$ cat src/rtl/pmt_pkg.sv
package pmt_pkg;
    localparam int ADDR_W = 3;
    localparam int DATA_W = 8;
    localparam int PS_W   = 3;

    typedef enum logic [ADDR_W-1:0] {
        A_CTRL   = 3'd0,
        A_CNT_HI = 3'd1,
        A_CNT_LO = 3'd2,
        A_MOD_HI = 3'd3,
        A_MOD_LO = 3'd4
    } reg_addr_e;

    localparam int B_FLAG = 7;
    localparam int B_IE   = 6;
    localparam int B_STOP = 5;
    localparam int B_CRST = 4;

    typedef struct packed {
        logic flag;
        logic armed;
    } flag_st_t;
endpackage

$ cat src/rtl/pmt_prescaler.sv
module pmt_prescaler #(
    parameter int PS_W = 3
) (
    input  logic            clk,
    input  logic            rst_n,
    input  logic            run,
    input  logic            clear,
    input  logic [PS_W-1:0] sel,
    output logic            tick
);
    localparam int DIV_W = (1 << PS_W) - 1;

    logic [DIV_W-1:0] pre_d, pre_q;
    logic [DIV_W-1:0] mask;

    always_comb begin
        mask  = ~({DIV_W{1'b1}} << sel);
        tick  = run && !clear && ((pre_q & mask) == mask);
        pre_d = pre_q;
        if (clear)
            pre_d = '0;
        else if (run)
            pre_d = pre_q + 1'b1;
    end

    always_ff @(posedge clk) begin
        if (!rst_n) pre_q <= '0;
        else        pre_q <= pre_d;
    end
endmodule

$ cat src/rtl/pmt_counter.sv
module pmt_counter #(
    parameter int W = 16
) (
    input  logic         clk,
    input  logic         rst_n,
    input  logic         tick,
    input  logic         clear,
    input  logic [W-1:0] modv,
    output logic [W-1:0] cnt,
    output logic         ovf
);
    logic [W-1:0] cnt_d, cnt_q;

    always_comb begin
        ovf   = 1'b0;
        cnt_d = cnt_q;
        if (clear) begin
            cnt_d = '0;
        end else if (tick) begin
            if (cnt_q == modv) begin
                cnt_d = '0;
                ovf   = 1'b1;
            end else begin
                cnt_d = cnt_q + 1'b1;
            end
        end
    end

    always_ff @(posedge clk) begin
        if (!rst_n) cnt_q <= '0;
        else        cnt_q <= cnt_d;
    end

    assign cnt = cnt_q;
endmodule

$ cat src/rtl/pmt_flag.sv
module pmt_flag
    import pmt_pkg::*;
(
    input  logic clk,
    input  logic rst_n,
    input  logic ovf,
    input  logic rd_ctrl,
    input  logic wr_ctrl,
    input  logic wr_flag_bit,
    output logic flag,
    output logic armed
);
    flag_st_t st_d, st_q;

    always_comb begin
        st_d = st_q;
        if (ovf) begin
            st_d.flag  = 1'b1;
            st_d.armed = 1'b0;
        end else if (wr_ctrl) begin
            if (st_q.armed && !wr_flag_bit)
                st_d.flag = 1'b0;
            st_d.armed = 1'b0;
        end else if (rd_ctrl && st_q.flag) begin
            st_d.armed = 1'b1;
        end
    end

    always_ff @(posedge clk) begin
        if (!rst_n) st_q <= '0;
        else        st_q <= st_d;
    end

    assign flag  = st_q.flag;
    assign armed = st_q.armed;
endmodule

$ cat src/rtl/modulo_irq_timer.sv
module modulo_irq_timer
    import pmt_pkg::*;
#(
    parameter int CNT_W = 16
) (
    input  logic              clk,
    input  logic              rst_n,
    input  logic [ADDR_W-1:0] addr,
    input  logic              wr_en,
    input  logic              rd_en,
    input  logic [DATA_W-1:0] wdata,
    output logic [DATA_W-1:0] rdata,
    output logic              irq
);
    localparam int EXT_W = 2 * DATA_W;

    typedef struct packed {
        logic             ie;
        logic             stop;
        logic [PS_W-1:0]  ps;
        logic [CNT_W-1:0] modv;
    } ctl_t;

    ctl_t r_d, r_q;

    logic             wr_ctrl, rd_ctrl, cnt_clr, tick, ovf_evt, flag, armed;
    logic [CNT_W-1:0] cnt;
    logic [EXT_W-1:0] cnt_ext, mod_ext;

    always_comb begin
        wr_ctrl = wr_en && (addr == A_CTRL);
        rd_ctrl = rd_en && (addr == A_CTRL);
        cnt_clr = wr_ctrl && wdata[B_CRST];
        r_d     = r_q;
        if (wr_ctrl) begin
            r_d.ie   = wdata[B_IE];
            r_d.stop = wdata[B_STOP];
            r_d.ps   = wdata[PS_W-1:0];
        end
        mod_ext = EXT_W'(r_q.modv);
        if (wr_en && addr == A_MOD_HI)
            r_d.modv = CNT_W'({wdata, mod_ext[DATA_W-1:0]});
        if (wr_en && addr == A_MOD_LO)
            r_d.modv = CNT_W'({mod_ext[EXT_W-1:DATA_W], wdata});
    end

    always_ff @(posedge clk) begin
        if (!rst_n) begin
            r_q.ie   <= 1'b0;
            r_q.stop <= 1'b1;
            r_q.ps   <= '0;
            r_q.modv <= '1;
        end else begin
            r_q <= r_d;
        end
    end

    pmt_prescaler #(.PS_W(PS_W)) u_pre (
        .clk(clk), .rst_n(rst_n), .run(!r_q.stop), .clear(cnt_clr),
        .sel(r_q.ps), .tick(tick)
    );

    pmt_counter #(.W(CNT_W)) u_cnt (
        .clk(clk), .rst_n(rst_n), .tick(tick), .clear(cnt_clr),
        .modv(r_q.modv), .cnt(cnt), .ovf(ovf_evt)
    );

    pmt_flag u_flag (
        .clk(clk), .rst_n(rst_n), .ovf(ovf_evt), .rd_ctrl(rd_ctrl),
        .wr_ctrl(wr_ctrl), .wr_flag_bit(wdata[B_FLAG]),
        .flag(flag), .armed(armed)
    );

    always_comb begin
        cnt_ext = EXT_W'(cnt);
        unique case (addr)
            A_CTRL:   rdata = {flag, r_q.ie, r_q.stop, 2'b00, r_q.ps};
            A_CNT_HI: rdata = cnt_ext[EXT_W-1:DATA_W];
            A_CNT_LO: rdata = cnt_ext[DATA_W-1:0];
            A_MOD_HI: rdata = mod_ext[EXT_W-1:DATA_W];
            A_MOD_LO: rdata = mod_ext[DATA_W-1:0];
            default:  rdata = '0;
        endcase
        irq = flag && r_q.ie;
    end
endmodule

$ cat config.mk
export PLATFORM = sky130hd
export DESIGN_NAME = modulo_irq_timer
export DESIGN_NICKNAME = d
export VERILOG_FILES = /design/src/rtl/pmt_pkg.sv /design/src/rtl/pmt_prescaler.sv /design/src/rtl/pmt_counter.sv /design/src/rtl/pmt_flag.sv /design/src/rtl/modulo_irq_timer.sv
export SDC_FILE = /design/constraint.sdc
export NUM_CORES = 1
export LEC_CHECK = 0
export ABC_AREA = 1
export BUFFER_PORTS_ARGS = -buffer_cell sky130_fd_sc_hd__buf_2
export CORE_ASPECT_RATIO = 0.75
export CORE_UTILIZATION = 55
export CTS_CLUSTER_DIAMETER = 40
export DETAILED_ROUTE_END_ITERATION = 8
export HOLD_SLACK_MARGIN = 0.08
export PLACE_DENSITY = 0.76
export SYNTH_ARGS = -nofsm -noshare
export SYNTH_HDL_FRONTEND = slang
export SYNTH_SLANG_ARGS = --single-unit
$ cat constraint.sdc
create_clock -name clk -period 1.5 [get_ports clk]
set_input_delay 0.075 -clock clk [delete_from_list [all_inputs] [get_ports clk]]
set_output_delay 0.075 -clock clk [all_outputs]
set_load 0.02 [all_outputs]
==> impl_metrics.toml, run 1 <==
[critical_path]
critical_path_required_ps = 1710
reg2reg_depth = 11
timing.critical_path.arrival_ps = 1720
endpoint_class_of_the_critical_path = "register"
cp-start-kind = "register"
cp_max_fo = 6
path_class = "reg2reg"
r2r_setup_slack_ps = -10
r2r_end = "u_cnt.cnt[1]$_SDFFE_PP0P_"
r2r-start = "u_cnt.cnt[1]$_SDFFE_PP0P_"

[route]
ant_nets = 0
avgRoutedWirePerCell_microns = 16.02
wl_mm = 9.326
first_iter_violations = 418
route.detailed.drc = 0
dr_total_vias = 3371
pre_repair_dr_iteration_count = 5
post_drt_via_cell_ratio = 5.792

[die]
fp.dieW_microns = 85.60
initial_utilization_pct = 58.18
die_height_microns = 64.70
fp.dieArea_sq_mm = 0.005538
placement_rows = 22
design.core.area_sq_mm = 0.004955
design.portCount = 24

[timing]
final.setup.worst_slack_ps = -14.72
final.setup_skew_ps = 8.763
grt_setup_unrepaired = "true"
final-hold-violation-count = 0
setup_tns_ps = -51.03
min_period_over_period_pct = 101.0
setup_viol = 5
fmax_ghz = 0.6602
worstMarginPinSlew_ps = 321.6
final_max_slew_violation_count = 0
min_period_ps = 1515
hold_ws_ps = 160.2
maxSlewHeadroom_pct = 78.43

[synthesis]
synth.mux.area_fraction_pct = 0
ys_ff_latch = 46
netlist.area_leader.share_pct = 31.94
synthTopCellsByArea = "dfxtp_1 (32%), nand2_1 (16%), inv_1 (8.1%)"
synth-compound-area-share_pct = 14.37
synth-simple-area-share_pct = 36.24
yosysTopAreaCell = "dfxtp_1"
post_synthesis_sequential_area_ratio_pct = 31.94
dominant_combinational_cell_family_by_area_after_synthesis = "simple AND/OR/NAND/NOR gates"
synthDistinctLibCells = 30
synth-adder-area-share_pct = 0.8681
synthesis.area_per_instance_sq_um = 6.364
synthesis.instances = 453
ys_warnings = 0
yosys.area_share.xor_xnor_pct = 3.038
total_nets_after_synthesis = 470
syn_area_sq_mm = 0.002883

[clock_tree]
ctsHtreeMaxLevel = 2
cts_max_path_buffers = 2
clk-insertion-delay-late_ps = 310
cts_buffer_count = 5
tritoncts_num_sinks = 46
clkTransAtPathRegs_ps = 90
cts_tree = "yes"
root_buffer = "clkbuf_8"

[flow_run]
max_cap_viol_count = 0

[placement]
dpl_worst_slack_ps = -95.71
quantity_of_i_o_buffers_inserted_on_ports = 23
dp_hpwl_mm = 6.534
place.gp.congestion = 1.030

[hold_path]
hold_path.startpoint = "rd_en"
hold_path_end = "u_flag.armed$_SDFFE_PP0P_"
timing.hold.worst.class = "in2reg"
timing.hold.worst_path_depth = 5

[cells_and_area]
filler_cell_count = 388
layout-drive-gt1-share_pct = 30.84
antennaDiodeCount = 0
areaGrowthSynthToFinish_pct = 29.12
nNetsFinal = 538

[pwr]
max-vdd-ir-drop_v = 0.0006261
leakagePower_nw = 1.763
cellPowerDensity_mw_per_mm2 = 753.4

[global_route]
groute.layer.met1.usage_pct = 44.76
met3_usage_pct = 6.497
grt_overflow = 0
grt_max_degree = 17
grt_pass1_wl_mm = 14.21
busiest_layer = "met2"
groute.usage.overall_pct = 33.42
number_of_global_route_vias_before_repair = 3003
antenna_violations_before_repair = 0
use_met2_pct = 53.10

[run_status]
violations = "negative setup slack"
run_status = "finished, violations left"
## Yosys cell counts
library cell	count
dfxtp_1	46
nor2_4	2
nand2_1	122
inv_1	62
nor2_2	8
a21oi_2	1
inv_2	14
o221ai_1	4
nor2_1	39
nor3_4	1
buf_4	2
o22ai_1	4
nor3_1	4
clkbuf_1	1
clkinv_1	3
ha_1	2
buf_6	4
nand3_2	3
o211ai_1	11
nand4_1	17
xnor2_1	2
a21oi_1	26
nand2_2	8
o21ai_0	18
xor2_1	8
o31ai_1	1
o21ai_1	3
nand3_1	29
a221o_1	2
buf_2	6
## state kept, by name, summed over array words and instances (netlist names)
signal        flops
mod_ext          16
u_cnt.cnt        16
u_flag.flag       1
u_pre.pre_q       7
u_flag.armed      1
r_q               5
## routing by layer
layer	up-vias	wire [microns]
li1	1590	-
met1	1549	3994
met2	198	4110
met3	34	900
met4	0	320
met5	-	0
## critical path: stages, from the launching register on
cell	delay (ps)
dfxtp_2	370
inv_1	70
nand2_1	60
nand2_1	80
nor2_2	130
nand2_2	90
inv_2	60
nand2_2	70
nor2_4	200
nand2_4	130
nand2_2	100
nor2_1	50
## final cells by class
type | count | area [sq um] | share of cell area [%]
inverter | 79 | 304.0 | 8.168
sequential | 46 | 964.7 | 25.92
timing repair buffer | 73 | 538.0 | 14.45
multi-input combinational | 316 | 1698 | 45.61
clock buffer | 6 | 82.58 | 2.218
clock inverter | 2 | 60.06 | 1.613
tap | 60 | 75.07 | 2.017
## power by group
part	total, mW	internal, mW	switching (mW)
logic	0.380	0.145	0.235
registers	1.26	1.23	0.0224
clock network	1.17	0.711	0.458
total	2.80	2.09	0.715
## cell families after synthesis
group                    after synthesis
AO/OA/AOI/OAI                         70
XOR/XNOR                              10
adder cells (fa/ha/maj)                2
buffers and inverters                 92
flip-flops                            46
AND/OR/NAND/NOR                      233
## how the worst max path moves through the flow
stage / from / end / slack (ps) / cells after the start
2_1_floorplan: u_cnt.cnt[3]$_SDFFE_PP0P_ / u_cnt.cnt[11]$_SDFFE_PP0P_ / 200 / 13
3_3_place_gp: u_cnt.cnt[3]$_SDFFE_PP0P_ / u_cnt.cnt[0]$_SDFFE_PP0P_ / -50 / 11
3_5_place_dp: u_cnt.cnt[3]$_SDFFE_PP0P_ / u_cnt.cnt[0]$_SDFFE_PP0P_ / -100 / 11
4_1_cts: u_cnt.cnt[0]$_SDFFE_PP0P_ / u_cnt.cnt[15]$_SDFFE_PP0P_ / 40 / 7
5_1_grt: u_cnt.cnt[1]$_SDFFE_PP0P_ / rdata[1] / -60 / 5
6_report: u_cnt.cnt[1]$_SDFFE_PP0P_ / u_cnt.cnt[1]$_SDFFE_PP0P_ / -10 / 11
## per-stage QoR
step	std cells	power (mW)	instance area (sq um)	util (%)
finish	582	2.804	3722	75.13
detailed placement	561	1.615	3277	66.14
global placement	561	1.611	3277	66.14
floorplan	453	1.489	2883	-
global route	582	2.886	3722	75.13
CTS	577	2.785	3527	71.19
## what timing repair did
item	in CTS	in global routing
cloned	0	1
hold buffers	8	0
resized for setup	11	62
pin swaps	0	13
buffers inserted	0	4
hold endpoints to repair	14	0
endpoints found under the setup margin	16	22
## layout by cell type (no fill, tap or decap), drive strengths merged
cell / instances
nand2: 131
inv: 76
buf: 65
nor2: 49
dfxtp: 46
nand3: 32
a21oi: 27
o21ai: 21
nand4: 17
o211ai: 11
xor2: 8
dlygate4sd3: 8
clkbuf: 6
nor3: 5
o22ai: 4
o221ai: 4
clkinv: 3
a221o: 2
xnor2: 2
ha: 2
bufinv: 2
o31ai: 1
Power figures use the tool's default switching activity.
==> run 2, diff against run 1 <==
--- a/config.mk
+++ b/config.mk
@@ -8,6 +8,7 @@
 export ABC_AREA = 1
 export BUFFER_PORTS_ARGS = -buffer_cell sky130_fd_sc_hd__buf_2
 export CORE_ASPECT_RATIO = 0.75
+export CORE_MARGIN = 3
 export CORE_UTILIZATION = 55
 export CTS_CLUSTER_DIAMETER = 40
 export DETAILED_ROUTE_END_ITERATION = 8
==> run 2 against run 1 <==
Net effect:
- the flow still finishes with violations (negative setup slack)
- final area decreased by 1.1%
- clock power decreased by 36%
- worst setup slack got worse by 0.57 ps
- register-to-register slack about the same
- flip-flop and latch count unchanged
- cell count increased by 3.1%
- routed wire length decreased by 1.4%
- sequential share of layout area increased by 0.18 points
- count of clock-buffer cells in the layout increased by 1
- power decreased by 15%
- largest power group unchanged
- clock skew decreased by 0.83 ps
- worst hold slack got worse by 29 ps
==> impl_metrics.toml, run 2 (synthesis results as in run 1) <==
[die]
initial_utilization_pct = 57.86
placement_rows = 22
die_height_microns = 68.70
fp.dieArea_sq_mm = 0.006155
design.portCount = 24
fp.dieW_microns = 89.60
design.core.area_sq_mm = 0.004982

[cells_and_area]
commonest_non_fill_non_tap_cells_in_the_layout = "nand2_1 (117), inv_1 (59), buf_4 (47), nor2_1 (34), dfxtp_1 (28)"
layout-drive-gt1-share_pct = 28.84
nNetsFinal = 544
finalCoreUtilization_pct = 73.91
layout.cell_area.non_filler_sq_mm = 0.003682
filler_cell_count = 391
layout.cells.most_common = "nand2_1"
areaGrowthSynthToFinish_pct = 27.73

[placement]
dp_hpwl_mm = 6.658
placedInstanceArea_sq_mm = 0.003344
quantity_of_i_o_buffers_inserted_on_ports = 23
place.gp.congestion = 0.9846

[timing]
min_period_ps = 1515
final.setup_skew_ps = 7.935
final.setup.worst_slack_ps = -15.29
grt_setup_unrepaired = "true"
fmax_ghz = 0.6599
worstMarginPinSlew_ps = 311.5
maxSlewHeadroom_pct = 79.20
setup_viol = 6
final-hold-violation-count = 0
final_max_slew_violation_count = 0
min_period_over_period_pct = 101.0

[critical_path]
critical_path.max_stage_delay_ps = 360
timing.critical_path.arrival_ps = 1720
critical-path-top-delay-family = "simple AND/OR/NAND/NOR gates"
endpoint_class_of_the_critical_path = "register"
crit_slowest_cell = "dfxtp_2"
worstPathCellList = "inv_1 > nand2_1 > nand2_1 > nor2_1 > nand2_1 > inv_2 > nand2_2 > nor2_4 > nand2_4 > nand3_1 > nor2_1"
path_class = "reg2reg"
cp_max_fo = 6
path_common_cell = "nand2_1"
critical_path_required_ps = 1700
cp-start-kind = "register"
critical_path_buf_inv_count = 2

[route]
avgRoutedWirePerCell_microns = 15.33
wl_mm = 9.196
first_iter_violations = 268
ant_nets = 0
pre_repair_dr_iteration_count = 5
post_drt_via_cell_ratio = 5.485
route.detailed.drc = 0
dr_total_vias = 3291

[pwr]
leakagePower_nw = 1.726
max-vdd-ir-drop_v = 0.0004276
cellPowerDensity_mw_per_mm2 = 643.8

[clock_tree]
clkTransAtPathRegs_ps = 90
cts_tree = "yes"
cts_max_path_buffers = 2
clk-insertion-delay-late_ps = 300
root_buffer = "clkbuf_8"
tritoncts_num_sinks = 46
ctsHtreeMaxLevel = 2
cts_buffer_count = 5

[global_route]
grt_pass1_wl_mm = 13.79
grt_max_degree = 17
antenna_violations_before_repair = 0
groute.usage.overall_pct = 29.96
number_of_global_route_vias_before_repair = 2832
grt_overflow = 0

[flow_run]
max_cap_viol_count = 0

[run_status]
violations = "negative setup slack"
run_status = "finished, violations left"

[hold_path]
timing.hold.worst.class = "in2reg"
## run 2: changes by cell type in the layout (fill, tap and decap cells not counted), moves of 3 or more
cell and delta:
nor2_1 +3, dfxtp_2 -3, nor2_4 -3, dfxtp_1 +3, o21ai_1 +3, buf_4 +5
## run 2: cell type report
class,instances,area (sq um),area share [%]
multi-input cells,316,1662,45.12
flip-flops and latches,46,960.9,26.10
repair buffers,79,586.8,15.94
inverters,79,304.0,8.257
well taps,72,90.09,2.446
clock buffers,7,76.32,2.073
diodes,1,2.502,0.06796
## run 2: worst paths after layout
check,slack [ps],startpoint,depth (start not counted),end
max,-20,u_cnt.cnt[1]$_SDFFE_PP0P_,11,u_cnt.cnt[10]$_SDFFE_PP0P_
min,130,rd_en,5,u_flag.armed$_SDFFE_PP0P_
max reg2reg,-20,u_cnt.cnt[1]$_SDFFE_PP0P_,11,u_cnt.cnt[10]$_SDFFE_PP0P_
min reg2reg,500,r_q[20]$_SDFFE_PN0P_,2,r_q[20]$_SDFFE_PN0P_
## run 2: worst min-delay path, stage by stage
cell and delay, ps:
buf_2 90, inv_1 40, o21ai_0 80, nand3_1 70, a21oi_1 40
## run 2: where the power goes
| part | internal, mW | leakage (nW) | total (mW) | switching (mW) |
|---|---|---|---|---|
| logic | 0.142 | 1.31 | 0.369 | 0.227 |
| clock network | 0.322 | 0.0383 | 0.745 | 0.423 |
| registers | 1.23 | 0.379 | 1.26 | 0.0238 |
| total | 1.70 | 1.73 | 2.37 | 0.673 |
## run 2: what timing repair did
action | CTS | global route
buffers inserted | 0 | 3
resized for setup | 9 | 52
cloned | 0 | 1
endpoints found under the hold margin | 15 | 0
setup endpoints to repair | 12 | 20
hold buffers | 8 | 0
pin swaps | 0 | 6
## run 2: per-stage QoR
step | hold slack, ps | setup slack, ps | instances | power [mW] | TNS, ps
floorplan | 201.2 | 199.7 | 453 | 1.489 | 0
global placement | 326.8 | -47.84 | 580 | 1.613 | -183.8
detailed placement | 328.9 | -71.29 | 580 | 1.616 | -263.2
CTS | 134.6 | 7.336 | 595 | 2.348 | 0
global route | 167.5 | -79.77 | 599 | 2.474 | -919.9
finish | 131.0 | -15.29 | 600 | 2.371 | -59.61
## run 2: layer usage
| layer | wire [microns] | part of all wire (%) | vias up | track usage [%] |
|---|---|---|---|---|
| met3 | 1014 | 11 | 25 | 5.107 |
| li1 | - | - | 1604 | - |
| met1 | 3928 | 43 | 1461 | 41.52 |
| met5 | 0 | 0 | - | 0 |
| met2 | 4016 | 44 | 201 | 46.26 |
| met4 | 236 | 2.6 | 0 | 11.90 |
==> run 3, diff against run 2 <==
--- a/config.mk
+++ b/config.mk
@@ -9,11 +9,11 @@
 export BUFFER_PORTS_ARGS = -buffer_cell sky130_fd_sc_hd__buf_2
 export CORE_ASPECT_RATIO = 0.75
 export CORE_MARGIN = 3
-export CORE_UTILIZATION = 55
+export CORE_UTILIZATION = 54
 export CTS_CLUSTER_DIAMETER = 40
 export DETAILED_ROUTE_END_ITERATION = 8
 export HOLD_SLACK_MARGIN = 0.08
-export PLACE_DENSITY = 0.76
+export PLACE_DENSITY = 0.78
 export SYNTH_ARGS = -nofsm -noshare
 export SYNTH_HDL_FRONTEND = slang
 export SYNTH_SLANG_ARGS = --single-unit
==> constraint.sdc (replaced) <==
create_clock -name clk -period 1.32 [get_ports clk]
set_input_delay 0.066 -clock clk [delete_from_list [all_inputs] [get_ports clk]]
set_output_delay 0.066 -clock clk [all_outputs]
set_load 0.02 [all_outputs]
==> run 3 against run 2 <==
Net effect:
- the flow still finishes with violations (negative setup slack)
- non-clock buffer count up 45
- first-iteration DRC count increased by 51%
- critical path depth shrank 5
- via count rose by 13%
==> impl_metrics.toml, run 3 (synthesis results as in run 1) <==
[run_status]
run_status = "finished, violations left"
violations = "negative setup slack"

[timing]
grt_setup_unrepaired = "true"
final.setup.worst_slack_ps = -217.0
final_max_slew_violation_count = 0
final.setup_skew_ps = 9.373
fmax_ghz = 0.6506
min_period_ps = 1537
final-hold-violation-count = 0
setup_tns_ps = -3381
min_period_over_period_pct = 116.4
worstMarginPinSlew_ps = 347.6
setup_viol = 25
maxSlewHeadroom_pct = 76.65

[cells_and_area]
layout-drive-gt1-share_pct = 40.84
areaGrowthSynthToFinish_pct = 46.66
layout.cells.most_common = "nand2_1"
layout.cell_area.non_filler_sq_mm = 0.004228
nNetsFinal = 589
commonest_non_fill_non_tap_cells_in_the_layout = "nand2_1 (111), buf_4 (78), inv_1 (53), nor2_1 (35), nand3_1 (26)"
antennaDiodeCount = 0

[placement]
dpl_worst_slack_ps = -291.8
place.gp.congestion = 1.018
quantity_of_i_o_buffers_inserted_on_ports = 23
placedInstanceArea_sq_mm = 0.003600
dp_hpwl_mm = 7.212

[global_route]
grt_max_degree = 17
groute.usage.overall_pct = 33.10
number_of_global_route_vias_before_repair = 3299
grt_pass1_wl_mm = 16.46
grt_overflow = 0
antenna_violations_before_repair = 0

[critical_path]
r2r_end = "u_cnt.cnt[7]$_SDFFE_PP0P_"
endpoint_class_of_the_critical_path = "output port"
cp-start-kind = "register"
cp_max_fo = 5
reg2reg_depth = 11
r2r_setup_slack_ps = -200
r2r-start = "r_q[16]$_SDFFE_PN0P_"
cp-startpoint = "r_q[18]$_SDFFE_PN0P_"
timing.critical_path.to = "rdata[2]"
path_class = "reg2out"
critical_path_required_ps = 1250
timing.critical_path.arrival_ps = 1470

[die]
die_height_microns = 69.28
design.portCount = 24
fp.dieArea_sq_mm = 0.006260
fp.dieW_microns = 90.37
initial_utilization_pct = 57.54
placement_rows = 22
design.core.area_sq_mm = 0.005010

[clock_tree]
cts_max_path_buffers = 2
clkTransAtPathRegs_ps = 90
clk-insertion-delay-late_ps = 310
ctsHtreeMaxLevel = 2
tritoncts_num_sinks = 46
root_buffer = "clkbuf_8"
cts_buffer_count = 5
cts_tree = "yes"

[route]
wl_mm = 11.02
post_drt_via_cell_ratio = 5.753
first_iter_violations = 404
avgRoutedWirePerCell_microns = 17.09
ant_nets = 0
dr_total_vias = 3711
route.detailed.drc = 0
pre_repair_dr_iteration_count = 7

[pwr]
leakagePower_nw = 2.007
max-vdd-ir-drop_v = 0.0004975
cellPowerDensity_mw_per_mm2 = 692.5

[hold_path]
timing.hold.worst.class = "in2reg"

[flow_run]
max_cap_viol_count = 0
[run 3: cell count changes in the layout (fill, tap and decap cells not counted), sizes merged]
cell	previous run	this run
buf	71	116
clkbuf	7	6
clkinv	3	4
clkinvlp	0	1
diode	1	0
[run 3: layout make-up]
class / instances / area (sq um)
tap: 72 / 90.09
timing repair buffer: 124 / 1002
inverter: 79 / 301.5
sequential: 46 / 967.2
clock buffer: 6 / 82.58
clock inverter: 2 / 12.51
fill: 326 / 782.0
multi-input combinational: 316 / 1772
[run 3: power by group]
| part | total (mW) | switching [mW] | internal, mW |
|---|---|---|---|
| registers | 1.43 | 0.0289 | 1.40 |
| clock network | 0.931 | 0.509 | 0.422 |
| logic | 0.564 | 0.323 | 0.242 |
[run 3: metrics by stage]
step / power [mW] / util, % / instances / hold WS (ps)
after detailed placement: 1.871 / 71.85 / 614 / 310.8
after CTS: 2.859 / 81.64 / 643 / 147.0
final: 2.928 / 84.39 / 645 / 165.5
after global placement: 1.866 / 71.85 / 614 / 296.3
after floorplan: 1.692 / - / 453 / 192.2
after global routing: 3.012 / 84.39 / 645 / 186.1
[run 3: how the worst min path moves through the flow]
| stage | from | end | slack [ps] | cells after the start |
|---|---|---|---|---|
| after floorplan | wdata[2] | mod_ext[10]$_SDFFE_PN1P_ | 190 | 2 |
| after global placement | wdata[3] | mod_ext[3]$_SDFFE_PN1P_ | 300 | 3 |
| after detailed placement | wdata[2] | mod_ext[10]$_SDFFE_PN1P_ | 310 | 3 |
| after CTS | rd_en | u_flag.armed$_SDFFE_PP0P_ | 150 | 5 |
| after global routing | rd_en | u_flag.armed$_SDFFE_PP0P_ | 190 | 5 |
| final | wr_en | mod_ext[10]$_SDFFE_PN1P_ | 170 | 4 |
[run 3: metal layers]
metal / global-route usage, % / wire length (microns) / up-vias / share of wire [%]
li1: - / - / 1691 / -
met2: 53.15 / 4931 / 281 / 45
met5: 1.667 / 0 / - / 0
met4: 9.168 / 535 / 0 / 4.9
met1: 44.23 / 4331 / 1669 / 39
met3: 8.243 / 1225 / 70 / 11
[run 3: critical path: stages, from the launching register on]
cell and delay, ps:
dfxtp_4 380, buf_4 130, nand2_2 50, o21ai_1 50, a21oi_1 210, o221ai_2 150
buf_4 180
[run 3: what timing repair did]
| action | 4_1_cts | 5_1_grt |
|---|---|---|
| setup buffers | 11 | 2 |
| setup endpoints to repair | 26 | 28 |
| cloned | 2 | 0 |
| endpoints found under the hold margin | 17 | 0 |
| gates resized for setup | 84 | 37 |
| pin swaps | 12 | 17 |
| hold buffers | 8 | 0 |
